===== src/rtl/intc_pkg.sv =====
package intc_pkg;
   // Register selection derived from the byte offset
   typedef enum logic [1:0] {
      SEL_REQ  = 2'd0,
      SEL_MASK = 2'd1,
      SEL_PEND = 2'd2,
      SEL_NONE = 2'd3
   } reg_sel_e;

   localparam int unsigned OFS_REQ  = 'h000;
   localparam int unsigned OFS_MASK = 'h004;
   localparam int unsigned OFS_PEND = 'h008;

   function automatic reg_sel_e decode_ofs(input int unsigned ofs);
      reg_sel_e s;
      case (ofs)
         OFS_REQ:  s = SEL_REQ;
         OFS_MASK: s = SEL_MASK;
         OFS_PEND: s = SEL_PEND;
         default:  s = SEL_NONE;
      endcase
      return s;
   endfunction
endpackage


===== src/rtl/intc_sync.sv =====
module intc_sync #(
   parameter int unsigned WIDTH  = 32,
   parameter int unsigned STAGES = 2
) (
   input  logic             clk,
   input  logic             rst_n,
   input  logic [WIDTH-1:0] d_i,
   output logic [WIDTH-1:0] q_o
);
   if (STAGES < 2) begin : g_bad_stages
      $error("intc_sync: STAGES must be at least 2");
   end

   logic [WIDTH-1:0] chain [STAGES];

   for (genvar s = 0; s < STAGES; s++) begin : g_stage
      always_ff @(posedge clk or negedge rst_n) begin
         if (!rst_n) begin
            chain[s] <= '0;
         end else if (s == 0) begin
            chain[s] <= d_i;
         end else begin
            chain[s] <= chain[(s == 0) ? 0 : s-1];
         end
      end
   end

   assign q_o = chain[STAGES-1];
endmodule


===== src/rtl/intc_regs.sv =====
module intc_regs
   import intc_pkg::*;
#(
   parameter int unsigned DATA_W = 32,
   parameter int unsigned ADDR_W = 12
) (
   input  logic              clk,
   input  logic              rst_n,
   input  logic              cs_i,
   input  logic              we_i,
   input  logic [ADDR_W-1:0] addr_i,
   input  logic [DATA_W-1:0] wdata_i,
   input  logic [DATA_W-1:0] pend_n_i,
   input  logic [DATA_W-1:0] req_n_i,
   output logic [DATA_W-1:0] mask_n_o,
   output logic [DATA_W-1:0] rdata_o
);
   localparam logic [DATA_W-1:0] ALL_ONES = '1;

   if (ADDR_W < 4) begin : g_bad_addr
      $error("intc_regs: ADDR_W must cover offset 0x008");
   end

   reg_sel_e          sel;
   logic              wr_en;
   logic              rd_en;
   logic [DATA_W-1:0] rd_mux;

   always_comb begin
      sel   = decode_ofs(int'(addr_i));
      wr_en = cs_i & we_i;
      rd_en = cs_i & ~we_i;
   end

   // Mask storage: only the mask offset is writable
   always_ff @(posedge clk or negedge rst_n) begin
      if (!rst_n) begin
         mask_n_o <= ALL_ONES;
      end else if (wr_en && sel == SEL_MASK) begin
         mask_n_o <= wdata_i;
      end
   end

   always_comb begin
      case (sel)
         SEL_REQ:  rd_mux = req_n_i;
         SEL_MASK: rd_mux = mask_n_o;
         SEL_PEND: rd_mux = pend_n_i;
         default:  rd_mux = ALL_ONES;
      endcase
   end

   always_ff @(posedge clk or negedge rst_n) begin
      if (!rst_n) begin
         rdata_o <= ALL_ONES;
      end else if (rd_en) begin
         rdata_o <= rd_mux;
      end
   end
endmodule


===== src/rtl/intc_prio.sv =====
module intc_prio #(
   parameter int unsigned WIDTH = 32,
   parameter int unsigned ID_W  = 5
) (
   input  logic [WIDTH-1:0] req_n_i,
   output logic [ID_W-1:0]  id_o,
   output logic             vld_o
);
   if ((1 << ID_W) < WIDTH) begin : g_bad_id
      $error("intc_prio: ID_W too narrow for WIDTH");
   end

   // Scan from the top down so the lowest zero is the last one written
   always_comb begin
      id_o  = '0;
      vld_o = 1'b0;
      for (int i = WIDTH-1; i >= 0; i--) begin
         if (!req_n_i[i]) begin
            id_o  = ID_W'(i);
            vld_o = 1'b1;
         end
      end
   end
endmodule


===== src/rtl/low_lvl_intc.sv =====
module low_lvl_intc #(
   parameter int unsigned N_SRC   = 32,
   parameter int unsigned DATA_W  = 32,
   parameter int unsigned ADDR_W  = 12,
   parameter int unsigned RSVD    = 2,
   parameter int unsigned SYNC_ST = 2,
   parameter int unsigned ID_W    = $clog2(DATA_W)
) (
   input  logic              clk,
   input  logic              rst_n,
   input  logic [N_SRC-1:0]  src_i,
   input  logic              bus_cs,
   input  logic              bus_we,
   input  logic [ADDR_W-1:0] bus_addr,
   input  logic [DATA_W-1:0] bus_wdata,
   output logic [DATA_W-1:0] bus_rdata,
   output logic              irq_o,
   output logic [ID_W-1:0]   irq_id,
   output logic              irq_id_vld
);
   if (N_SRC > DATA_W) begin : g_bad_src
      $error("low_lvl_intc: N_SRC exceeds DATA_W");
   end
   if (RSVD >= N_SRC) begin : g_bad_rsvd
      $error("low_lvl_intc: RSVD leaves no usable source");
   end

   logic [N_SRC-1:0]  src_s;
   logic [DATA_W-1:0] pend_n;
   logic [DATA_W-1:0] mask_n;
   logic [DATA_W-1:0] req_n;

   intc_sync #(.WIDTH(N_SRC), .STAGES(SYNC_ST)) u_sync (
      .clk   (clk),
      .rst_n (rst_n),
      .d_i   (src_i),
      .q_o   (src_s)
   );

   // Reserved and absent slots read as not pending
   for (genvar i = 0; i < DATA_W; i++) begin : g_pend
      if (i < RSVD || i >= N_SRC) begin : g_idle
         assign pend_n[i] = 1'b1;
      end else begin : g_live
         assign pend_n[i] = ~src_s[i];
      end
   end

   assign req_n = pend_n | mask_n;
   assign irq_o = ~&req_n;

   intc_regs #(.DATA_W(DATA_W), .ADDR_W(ADDR_W)) u_regs (
      .clk      (clk),
      .rst_n    (rst_n),
      .cs_i     (bus_cs),
      .we_i     (bus_we),
      .addr_i   (bus_addr),
      .wdata_i  (bus_wdata),
      .pend_n_i (pend_n),
      .req_n_i  (req_n),
      .mask_n_o (mask_n),
      .rdata_o  (bus_rdata)
   );

   intc_prio #(.WIDTH(DATA_W), .ID_W(ID_W)) u_prio (
      .req_n_i (req_n),
      .id_o    (irq_id),
      .vld_o   (irq_id_vld)
   );
endmodule


===== config.mk =====
export PLATFORM = sky130hd
export DESIGN_NAME = low_lvl_intc
export DESIGN_NICKNAME = d
export VERILOG_FILES = /design/src/rtl/intc_pkg.sv /design/src/rtl/intc_sync.sv /design/src/rtl/intc_regs.sv /design/src/rtl/intc_prio.sv /design/src/rtl/low_lvl_intc.sv
export SDC_FILE = /design/constraint.sdc
export NUM_CORES = 1
export LEC_CHECK = 0
export CAP_MARGIN = 20
export CORE_UTILIZATION = 53
export DETAILED_ROUTE_END_ITERATION = 6
export DONT_BUFFER_PORTS = 1
export PLACE_DENSITY_LB_ADDON = 0.25
export RECOVER_POWER = 50
export SLEW_MARGIN = 5
export SYNTH_ARGS = -nofsm -noshare
export SYNTH_HDL_FRONTEND = slang
export SYNTH_SLANG_ARGS = --single-unit

===== constraint.sdc =====
create_clock -name clk -period 2 [get_ports clk]
set_input_delay 0.3 -clock clk [delete_from_list [all_inputs] [get_ports clk]]
set_output_delay 0.3 -clock clk [all_outputs]
set_load 0.05 [all_outputs]

==> out/results.tsv, run 1 <==
stage	metric	value	unit
run_status	status	finished, violations left	
run_status	failing checks	negative hold slack, negative setup slack	
global_route	antenna violations before repair	0	
global_route	vias in the first global route	3847	
cells_and_area	Post-Layout Inst Area	6740	um2
timing	Peak Freq	386	MHz
timing	Layout Skew	0.00846	ns
power_and_ir_drop	Max VDD drop	0.721	mV
timing	final hold vios	124	
worst_setup_path	type of origin of the critical path	flop	
timing	final setup violation count	7	
worst_setup_path	Critical Path Fanout Max	2	
die	Floorplan Core Area	8890	um2
routing	Iteration-0 DRC Markers	120	
clock_network	Num CTS Buffers	17	
worst_setup_path	worst reg2reg setup slack	0.95	ns
clock_network	Post-CTS Hold Buffers	63	
worst_setup_path	Reg-to-Reg End	u_regs.rdata_o[22]	
place	area post-placement	5410	um2
clock_network	clock sinks	124	
global_route	GRT Util Overall	26.7	%
die	Top Ports	119	
clock_network	later-pin clock latency in the skew report	0.51	ns
die	Die H	98.9	um
worst_setup_path	Slowest-stage cell, CP	dfstp_2	
synth	Mapped Area	4970	um2
cells_and_area	Cell Count, Final, Fillers Out	630	
routing	drt first pass iters	5	
flow_run	max cap viols	0	
worst_setup_path	CP delay by family, top	compound AO/OA/AOI/OAI gates	
timing	period utilization	130	%
timing	Tmin final	2.59	ns
hold_path	Hold Crit Class	in -> async	
synth	syn nets	488	
synth	Ys Warns	0	
place	IO buf count	0	
power_and_ir_drop	Leak	2.81	nW
synth	main flop type after synthesis	dfstp_2	
synth	cells after synthesis	408	
timing	Worst Tran Pin Value	0.433	ns
place	placed insts	534	
cells_and_area	nets	589	
die	Starting Density	56.0	%
routing	DRC	0	
global_route	largest net degree at the start of global routing	125	
worst_setup_path	Worst Path Required	1.70	ns
timing	minimum hold slack	-0.514	ns
power_and_ir_drop	Final Power	5.95	mW
clock_network	Root Driver	clkbuf_8	
timing	Final WS setup	-0.592	ns
routing	routed wire length per instance	19.3	um
clock_network	Max Root-Sink Buffers	2	
timing	RSZ-0062 raised after global routing	yes	
routing	post-route ant nets	0	
synth	post-synth top area cell	dfstp_2	
die	die span in x	98.9	um
clock_network	Worst-path clk slew	0.06	ns
worst_setup_path	FF-to-FF Start	u_regs.rdata_o[22]	
synth	Post-synth ARST share	100	%
die	area of the die	9780	um2
cells_and_area	Area Overhead vs Synth	35.6	%
worst_setup_path	Worst setup EP type	primary output	
cells_and_area	ANT cells	0	
worst_setup_path	CP Buf/Inv Count	2	
global_route	total congestion overflow	0	
routing	overall routed net length	12100	um
synth	Synth Register Bits	124	
cells_and_area	Fillers	550	
worst_setup_path	Critical Path AT	2.29	ns
worst_setup_path	crit-path max cell delay	0.55	ns
die	# rows	34	
timing	worst rel slew slack	71.1	%
routing	Via density	5.59	
place	DP HPWL	7050	um
clock_network	CTS H-tree lvls	4	
routing	via count	3522	
worst_setup_path	crit path kind	reg -> out	
global_route	first-pass GRT wire length	19400	um
clock_network	CTS tree	yes	
synth	post-synthesis sequential area ratio	64.0	%
power_and_ir_drop	pwr/cell area	882	nW/um2
worst_setup_path	Reg2Reg Depth	2	
timing	Slew Limit Fails	0	
cells_and_area	share of cells above drive strength 1	34.9	%
worst_setup_path	cell chain of the critical path	buf_4 -> nand2b_1 -> o221ai_1 -> a211oi_2 -> o211ai_1 -> a21oi_2 -> buf_12	
synth	EDFF count, synth	0	
place	GPL Wtd Cong	0.828	
synth	fraction of synthesized cell area taken by the top area cell type	33.8	%
synth	Mapped Avg Cell Area	12.2	um2
synth	top post-synthesis cells by area	dfstp_2 34%, dfrtp_1 30%, mux2_4 6.9%	
synth	post-synthesis cell type count	36	
==> where the power goes <==
group          switching, mW  leakage (nW)  total (mW)  internal (mW)
Clock                   1.22         0.286        3.04           1.82
Combinational          0.131          1.16       0.291          0.159
Sequential            0.0334          1.37        2.61           2.58
Total                   1.39          2.81        5.95           4.56
==> repair_timing <==
| action | CTS | global route |
|---|---|---|
| cloned | 0 | 0 |
| endpoints found under the setup margin | 7 | 7 |
| pin swaps | 9 | 4 |
| setup buffers | 1 | 0 |
| hold endpoints to repair | 188 | 124 |
| resized for setup | 16 | 5 |
==> stage by stage <==
step,hold slack (ns),util [%],setup slack [ns],setup TNS [ns]
final,-0.514,75.9,-0.592,-3.54
after global routing,-0.542,75.9,-0.695,-4.38
after CTS,-0.539,75.6,-0.620,-3.85
after detailed placement,0.00782,60.9,-0.117,-0.421
after global placement,0.00765,60.9,-0.0723,-0.237
after floorplan,0.00441,-,-0.197,-0.405
==> how the worst max path moves through the flow <==
stage,start,end,cells past startpoint
floorplan,u_regs.mask_n_o[6],irq_id[4],4
global placement,u_regs.mask_n_o[28],irq_id[4],7
detailed placement,u_regs.mask_n_o[30],irq_id[4],7
CTS,u_regs.mask_n_o[30],irq_id[4],7
global route,u_regs.mask_n_o[30],irq_id[4],7
finish,u_regs.mask_n_o[28],irq_id[1],7
==> cell families after synthesis <==
logic type / Yosys count / share of synthesized area, %
and+or+nand+nor: 113 / 11.3
muxes: 30 / 8.53
AOI/OAI and AO/OA: 91 / 11.4
buffers and inverters: 50 / 4.83
DFF: 124 / 64.0
==> layout by cell type, fill, tap and decap left out, drive strengths merged, types with 9 or more instances in the layout <==
cell type    netlist  final
a22oi             30     30
a21oi             38     38
nor2              46     46
o21ai              9      9
nand2b            19     19
dlygate4sd3        0     63
dfstp             64     64
dfrtp             60     60
buf                5     37
clkbuf            13     17
inv               32     39
nand2             14     14
mux2              30     30
nor2b             13     13
==> cell type report <==
type,count,area [um2],area share [%]
Tap cell,108,135,2.00
Inverter,32,120,1.78
Clock inverter,15,179,2.65
Timing Repair Buffer,100,1020,15.1
Multi-Input combinational cell,234,1690,25.1
Sequential cell,124,3180,47.2
Clock buffer,17,414,6.14
==> state kept, by name, summed over array words and instances (netlist names) <==
signal and flops:
u_regs.mask_n_o 32, u_regs.rdata_o 32, u_sync.chain 30, u_sync.q_o 30
==> cell usage after synthesis, types with 2 or more instances <==
master,instances
dfstp_2,64
dfrtp_1,60
nor2_1,46
a21oi_1,38
inv_1,32
a22oi_1,30
mux2_4,23
nand2b_1,19
nand2_1,14
clkbuf_1,13
nor2b_1,13
mux2_1,7
o21ai_0,6
a211oi_1,4
nand4_1,4
nor4_1,4
nand3_1,3
nand3b_1,3
o21ai_1,3
a31oi_1,2
buf_12,2
nor3_1,2
o211ai_1,2
o221ai_1,2
==> metal layers <==
layer / routed length (um) / track usage, % / vias up
li1: - / - / 1607
met3: 682 / 8.16 / 18
met1: 4990 / 32.9 / 1768
met5: 0 / 0 / -
met4: 231 / 8.96 / 0
met2: 6240 / 44.8 / 129
No activity file was read; power rests on OpenSTA's default activity.
==> inputs of run 2 (changes only) <==
Settings changed: TNS_END_PERCENT from default to 30.
==> out/results.tsv, run 2 (same netlist as run 1, synthesis figures left out) <==
stage	metric	value	unit
run_status	failing checks	negative hold slack, negative setup slack	
timing	Tmin final	2.61	ns
power_and_ir_drop	Max VDD drop	0.694	mV
timing	final setup violation count	7	
global_route	GRT Util Overall	26.2	%
die	Floorplan Core Area	8890	um2
timing	Worst Tran Pin Value	0.387	ns
timing	Layout Skew	0.0119	ns
timing	Final WS setup	-0.608	ns
clock_network	Post-CTS Hold Buffers	63	
clock_network	Root Driver	clkbuf_8	
cells_and_area	largest registers	u_regs.mask_n_o (32), u_regs.rdata_o (32)	
clock_network	CTS H-tree lvls	4	
timing	minimum hold slack	-0.516	ns
timing	period utilization	130	%
flow_run	max cap viols	0	
global_route	antenna violations before repair	1	
cells_and_area	commonest non-fill, non-tap cell in the layout	dfstp_2	
clock_network	Num CTS Buffers	17	
global_route	largest net degree at the start of global routing	125	
routing	DRC	0	
die	# rows	34	
worst_setup_path	Worst setup EP type	primary output	
clock_network	clock sinks	124	
routing	Iteration-0 DRC Markers	120	
power_and_ir_drop	pwr/cell area	853	nW/um2
timing	RSZ-0062 raised after global routing	yes	
cells_and_area	final core utilization	74.2	%
clock_network	Worst-path clk slew	0.06	ns
timing	final hold vios	124	
global_route	vias in the first global route	3876	
routing	post-route ant nets	0	
worst_setup_path	Critical Path AT	2.31	ns
cells_and_area	Fillers	577	
place	GPL Wtd Cong	0.856	
routing	overall routed net length	11600	um
run_status	status	finished, violations left	
routing	drt first pass iters	7	
hold_path	Hold Crit Class	in -> async	
place	Setup Slack @ Placement	-0.271	ns
timing	Slew Limit Fails	0	
power_and_ir_drop	Leak	2.80	nW
clock_network	Max Root-Sink Buffers	2	
global_route	first-pass GRT wire length	19200	um
place	IO buf count	0	
cells_and_area	nets	592	
timing	Peak Freq	383	MHz
routing	via count	3492	
die	Die H	98.9	um
cells_and_area	Area Overhead vs Synth	32.6	%
cells_and_area	most frequent cells in the layout	64 x dfstp_2, 63 x dlygate4sd3_1, 60 x dfrtp_1	
die	Starting Density	56.0	%
die	Top Ports	119	
global_route	total congestion overflow	0	
timing	worst rel slew slack	74.2	%
worst_setup_path	type of origin of the critical path	flop	
clock_network	CTS tree	yes	
die	die span in x	98.9	um
clock_network	later-pin clock latency in the skew report	0.51	ns
place	DP HPWL	7080	um
cells_and_area	Cell Count, Final, Fillers Out	634	
power_and_ir_drop	Final Power	5.62	mW
worst_setup_path	Critical Path Fanout Max	3	
timing	setup TNS	-3.92	ns
routing	Via density	5.51	
routing	routed wire length per instance	18.2	um
die	area of the die	9780	um2
worst_setup_path	crit path kind	reg -> out	
place	placed insts	537	
cells_and_area	share of cells above drive strength 1	31.6	%
worst_setup_path	Worst Path Required	1.70	ns
==> run 2: cell types whose count changed in the layout (fill, tap and decap cells not counted), sizes merged <==
cell      change
clkinv        +2
clkbuf        +7
clkinvlp      -1
bufinv        -1
diode         +1
inv           -7
buf           +3
==> run 2: worst paths after layout <==
check	depth (start not counted)	startpoint	endpoint	slack [ns]
hold reg to reg	0	u_sync.chain[52]	u_sync.q_o[20]	0.34
min in group clk	4	bus_we	u_regs.rdata_o[19]	0.17
max in group asynchronous	0	rst_n	u_regs.rdata_o[12]	2.26
setup / recovery	8	u_regs.mask_n_o[29]	irq_id[4]	-0.61
hold / removal	0	rst_n	u_sync.chain[37]	-0.52
setup reg to reg	3	u_regs.mask_n_o[30]	u_regs.rdata_o[30]	0.97
==> run 2: what timing repair did <==
action,in CTS,in global routing
buffers inserted,1,0
gates resized for setup,7,2
endpoints found under the hold margin,188,124
endpoints found under the setup margin,7,7
pin swaps,3,0
==> run 2: power by group <==
part / switching, mW / internal [mW]
combinational: 0.122 / 0.148
clock: 1.01 / 1.73
sequential: 0.0308 / 2.58
==> run 2: routing by layer <==
metal  up-vias  routed length [um]  global-route usage (%)
li1       1606                   -                       -
met4         0                 197                    10.1
met2       150                5650                    42.6
met5         -                   0                       0
met3        18                 914                    9.79
met1      1718                4800                    32.0
==> run 2: critical path: stages (launching register included) <==
cell       delay (ns)
dfstp_2          0.53
nor2b_2          0.05
a2111oi_2        0.35
buf_4            0.18
nand4_1          0.14
nor3_4           0.21
buf_4            0.16
nor4_4           0.04
buf_12           0.14
==> run 2: area by class of cell <==
class	count	area (um2)	area share (%)
Clock buffer	24	470	7.13
Tap cell	108	135	2.05
Timing Repair Buffer	103	1000	15.2
Inverter	32	120	1.82
Multi-Input combinational cell	234	1620	24.5
Clock inverter	8	67.6	1.02
Antenna cell	1	2.50	0.0379
Sequential cell	124	3180	48.3
==> run 2: metrics by stage <==
| step | instance area, um2 | hold slack (ns) |
|---|---|---|
| 2_1_floorplan | 5000 | 0.00441 |
| 3_3_place_gp | 5380 | 0.0112 |
| 3_5_place_dp | 5380 | 0.0112 |
| 4_1_cts | 6580 | -0.536 |
| 5_1_grt | 6600 | -0.551 |
| 6_report | 6600 | -0.516 |
==> inputs of run 3 (changes only) <==
Settings changed: CORE_ASPECT_RATIO from default to 0.6.
==> out/results.tsv, run 3 (same netlist as run 1, synthesis figures left out) <==
stage	metric	value	unit
cells_and_area	Area Overhead vs Synth	29.5	%
timing	setup TNS	-2.88	ns
worst_setup_path	Critical Path Fanout Max	3	
die	Starting Density	56.4	%
timing	period utilization	124	%
worst_setup_path	FF-to-FF Start	u_regs.rdata_o[20]	
global_route	largest net degree at the start of global routing	125	
timing	worst rel slew slack	70.7	%
clock_network	clock sinks	124	
global_route	vias in the first global route	3630	
clock_network	Num CTS Buffers	17	
routing	drt first pass iters	4	
timing	Final WS setup	-0.475	ns
routing	routed wire length per instance	18.9	um
cells_and_area	largest registers	u_regs.mask_n_o (32), u_regs.rdata_o (32)	
die	# rows	26	
die	Die H	77.0	um
worst_setup_path	type of origin of the critical path	flop	
clock_network	CTS H-tree lvls	4	
global_route	first-pass GRT wire length	18700	um
cells_and_area	share of cells above drive strength 1	35.5	%
clock_network	Root Driver	clkbuf_16	
global_route	antenna violations before repair	0	
worst_setup_path	Setup crit start	u_regs.mask_n_o[29]	
power_and_ir_drop	Leak	2.70	nW
place	placed insts	557	
routing	DRC	0	
worst_setup_path	Worst Path Required	1.70	ns
routing	Via density	5.42	
run_status	status	finished, violations left	
cells_and_area	ANT cells	0	
place	IO buf count	0	
die	die span in x	127	um
hold_path	Hold Crit Class	in -> async	
cells_and_area	most frequent cells in the layout	64 x dfstp_2, 60 x dfrtp_1, 44 x nor2_1	
clock_network	later-pin clock latency in the skew report	0.41	ns
die	area of the die	9790	um2
clock_network	Max Root-Sink Buffers	2	
clock_network	CTS tree	yes	
clock_network	Post-CTS Hold Buffers	32	
clock_network	Worst-path clk slew	0.06	ns
timing	Peak Freq	404	MHz
timing	Layout Skew	0.00591	ns
routing	overall routed net length	11700	um
routing	via count	3374	
run_status	failing checks	negative hold slack, negative setup slack	
timing	RSZ-0062 raised after global routing	yes	
power_and_ir_drop	Max VDD drop	0.803	mV
cells_and_area	nets	563	
power_and_ir_drop	pwr/cell area	937	nW/um2
worst_setup_path	Critical Path AT	2.17	ns
die	Floorplan Core Area	8820	um2
timing	minimum hold slack	-0.411	ns
place	GPL Wtd Cong	0.813	
timing	final hold vios	124	
routing	post-route ant nets	0	
routing	Iteration-0 DRC Markers	184	
worst_setup_path	Worst setup EP type	primary output	
cells_and_area	commonest non-fill, non-tap cell in the layout	dfstp_2	
timing	final setup violation count	7	
worst_setup_path	crit path kind	reg -> out	
flow_run	max cap viols	0	
global_route	GRT Util Overall	25.8	%
power_and_ir_drop	Final Power	6.04	mW
die	Top Ports	119	
cells_and_area	Cell Count, Final, Fillers Out	622	
timing	Slew Limit Fails	0	
timing	Worst Tran Pin Value	0.439	ns
global_route	total congestion overflow	0	
timing	Tmin final	2.47	ns
place	DP HPWL	7480	um
==> run 3: cell types whose count changed in the layout (fill, tap and decap cells not counted), sizes merged <==
cell         previous run  this run
diode                   1         0
buf                    40        42
dlygate4sd3            63        32
clkinv                  6         5
clkbuf                 24        18
bufinv                  1         4
inv                    32        33
clkinvlp                1         4
==> run 3: report_power, final <==
part / internal [mW] / leakage (nW) / switching (mW)
Combinational: 0.112 / 1.04 / 0.113
Clock: 2.09 / 0.293 / 1.11
Sequential: 2.58 / 1.37 / 0.0323
==> run 3: layer usage <==
| layer | up-vias | global-route usage, % | share of wire (%) |
|---|---|---|---|
| met2 | 109 | 37.9 | 45 |
| met3 | 19 | 7.96 | 6.2 |
| li1 | 1551 | - | - |
| met1 | 1695 | 35.8 | 47 |
| met5 | - | 0 | 0 |
| met4 | 0 | 10.8 | 1.7 |
==> run 3: what timing repair did <==
item                                    in CTS  in global routing
endpoints found under the setup margin       7                  7
gates resized for setup                      7                  7
buffers inserted                             0                  1
pin swaps                                    7                  0
endpoints found under the hold margin      156                124
==> run 3: worst max-delay path: stages (launching register included) <==
cell and delay [ns]:
dfstp_2 0.55, nor2b_4 0.05, a2111oi_4 0.30, buf_4 0.16
nand4_1 0.15, nor3_2 0.15, buf_4 0.16, nand3b_1 0.09
buf_6 0.17
==> run 3: area by class of cell <==
type | instances | area (um2)
Sequential cell | 124 | 3180
Fill cell | 616 | 2370
Multi-Input combinational cell | 234 | 1640
Timing Repair Buffer | 74 | 718
Clock buffer | 18 | 429
Clock inverter | 14 | 195
Tap cell | 126 | 158
Inverter | 32 | 120
==> run 3: path summary, 6_finish.rpt <==
kind                                  endpoint  slack, ns  cells after the start
max                                 irq_id_vld      -0.47                      8
min                             u_sync.q_o[27]      -0.41                      0
max reg2reg                 u_regs.rdata_o[20]       0.97                      2
min reg2reg                     u_sync.q_o[16]       0.34                      0
max in group asynchronous  u_regs.mask_n_o[31]       2.15                      0
min in group clk           u_regs.mask_n_o[25]       0.02                      1
==> run 3: per-stage QoR <==
step           cell area, um2  worst slack, ns  utilization, %
3_3_place_gp             5430           -0.210            61.6
5_1_grt                  6440           -0.581            73.1
6_report                 6440           -0.475            73.1
4_1_cts                  6400           -0.500            72.6
3_5_place_dp             5430           -0.225            61.6
2_1_floorplan            5000           -0.248               -
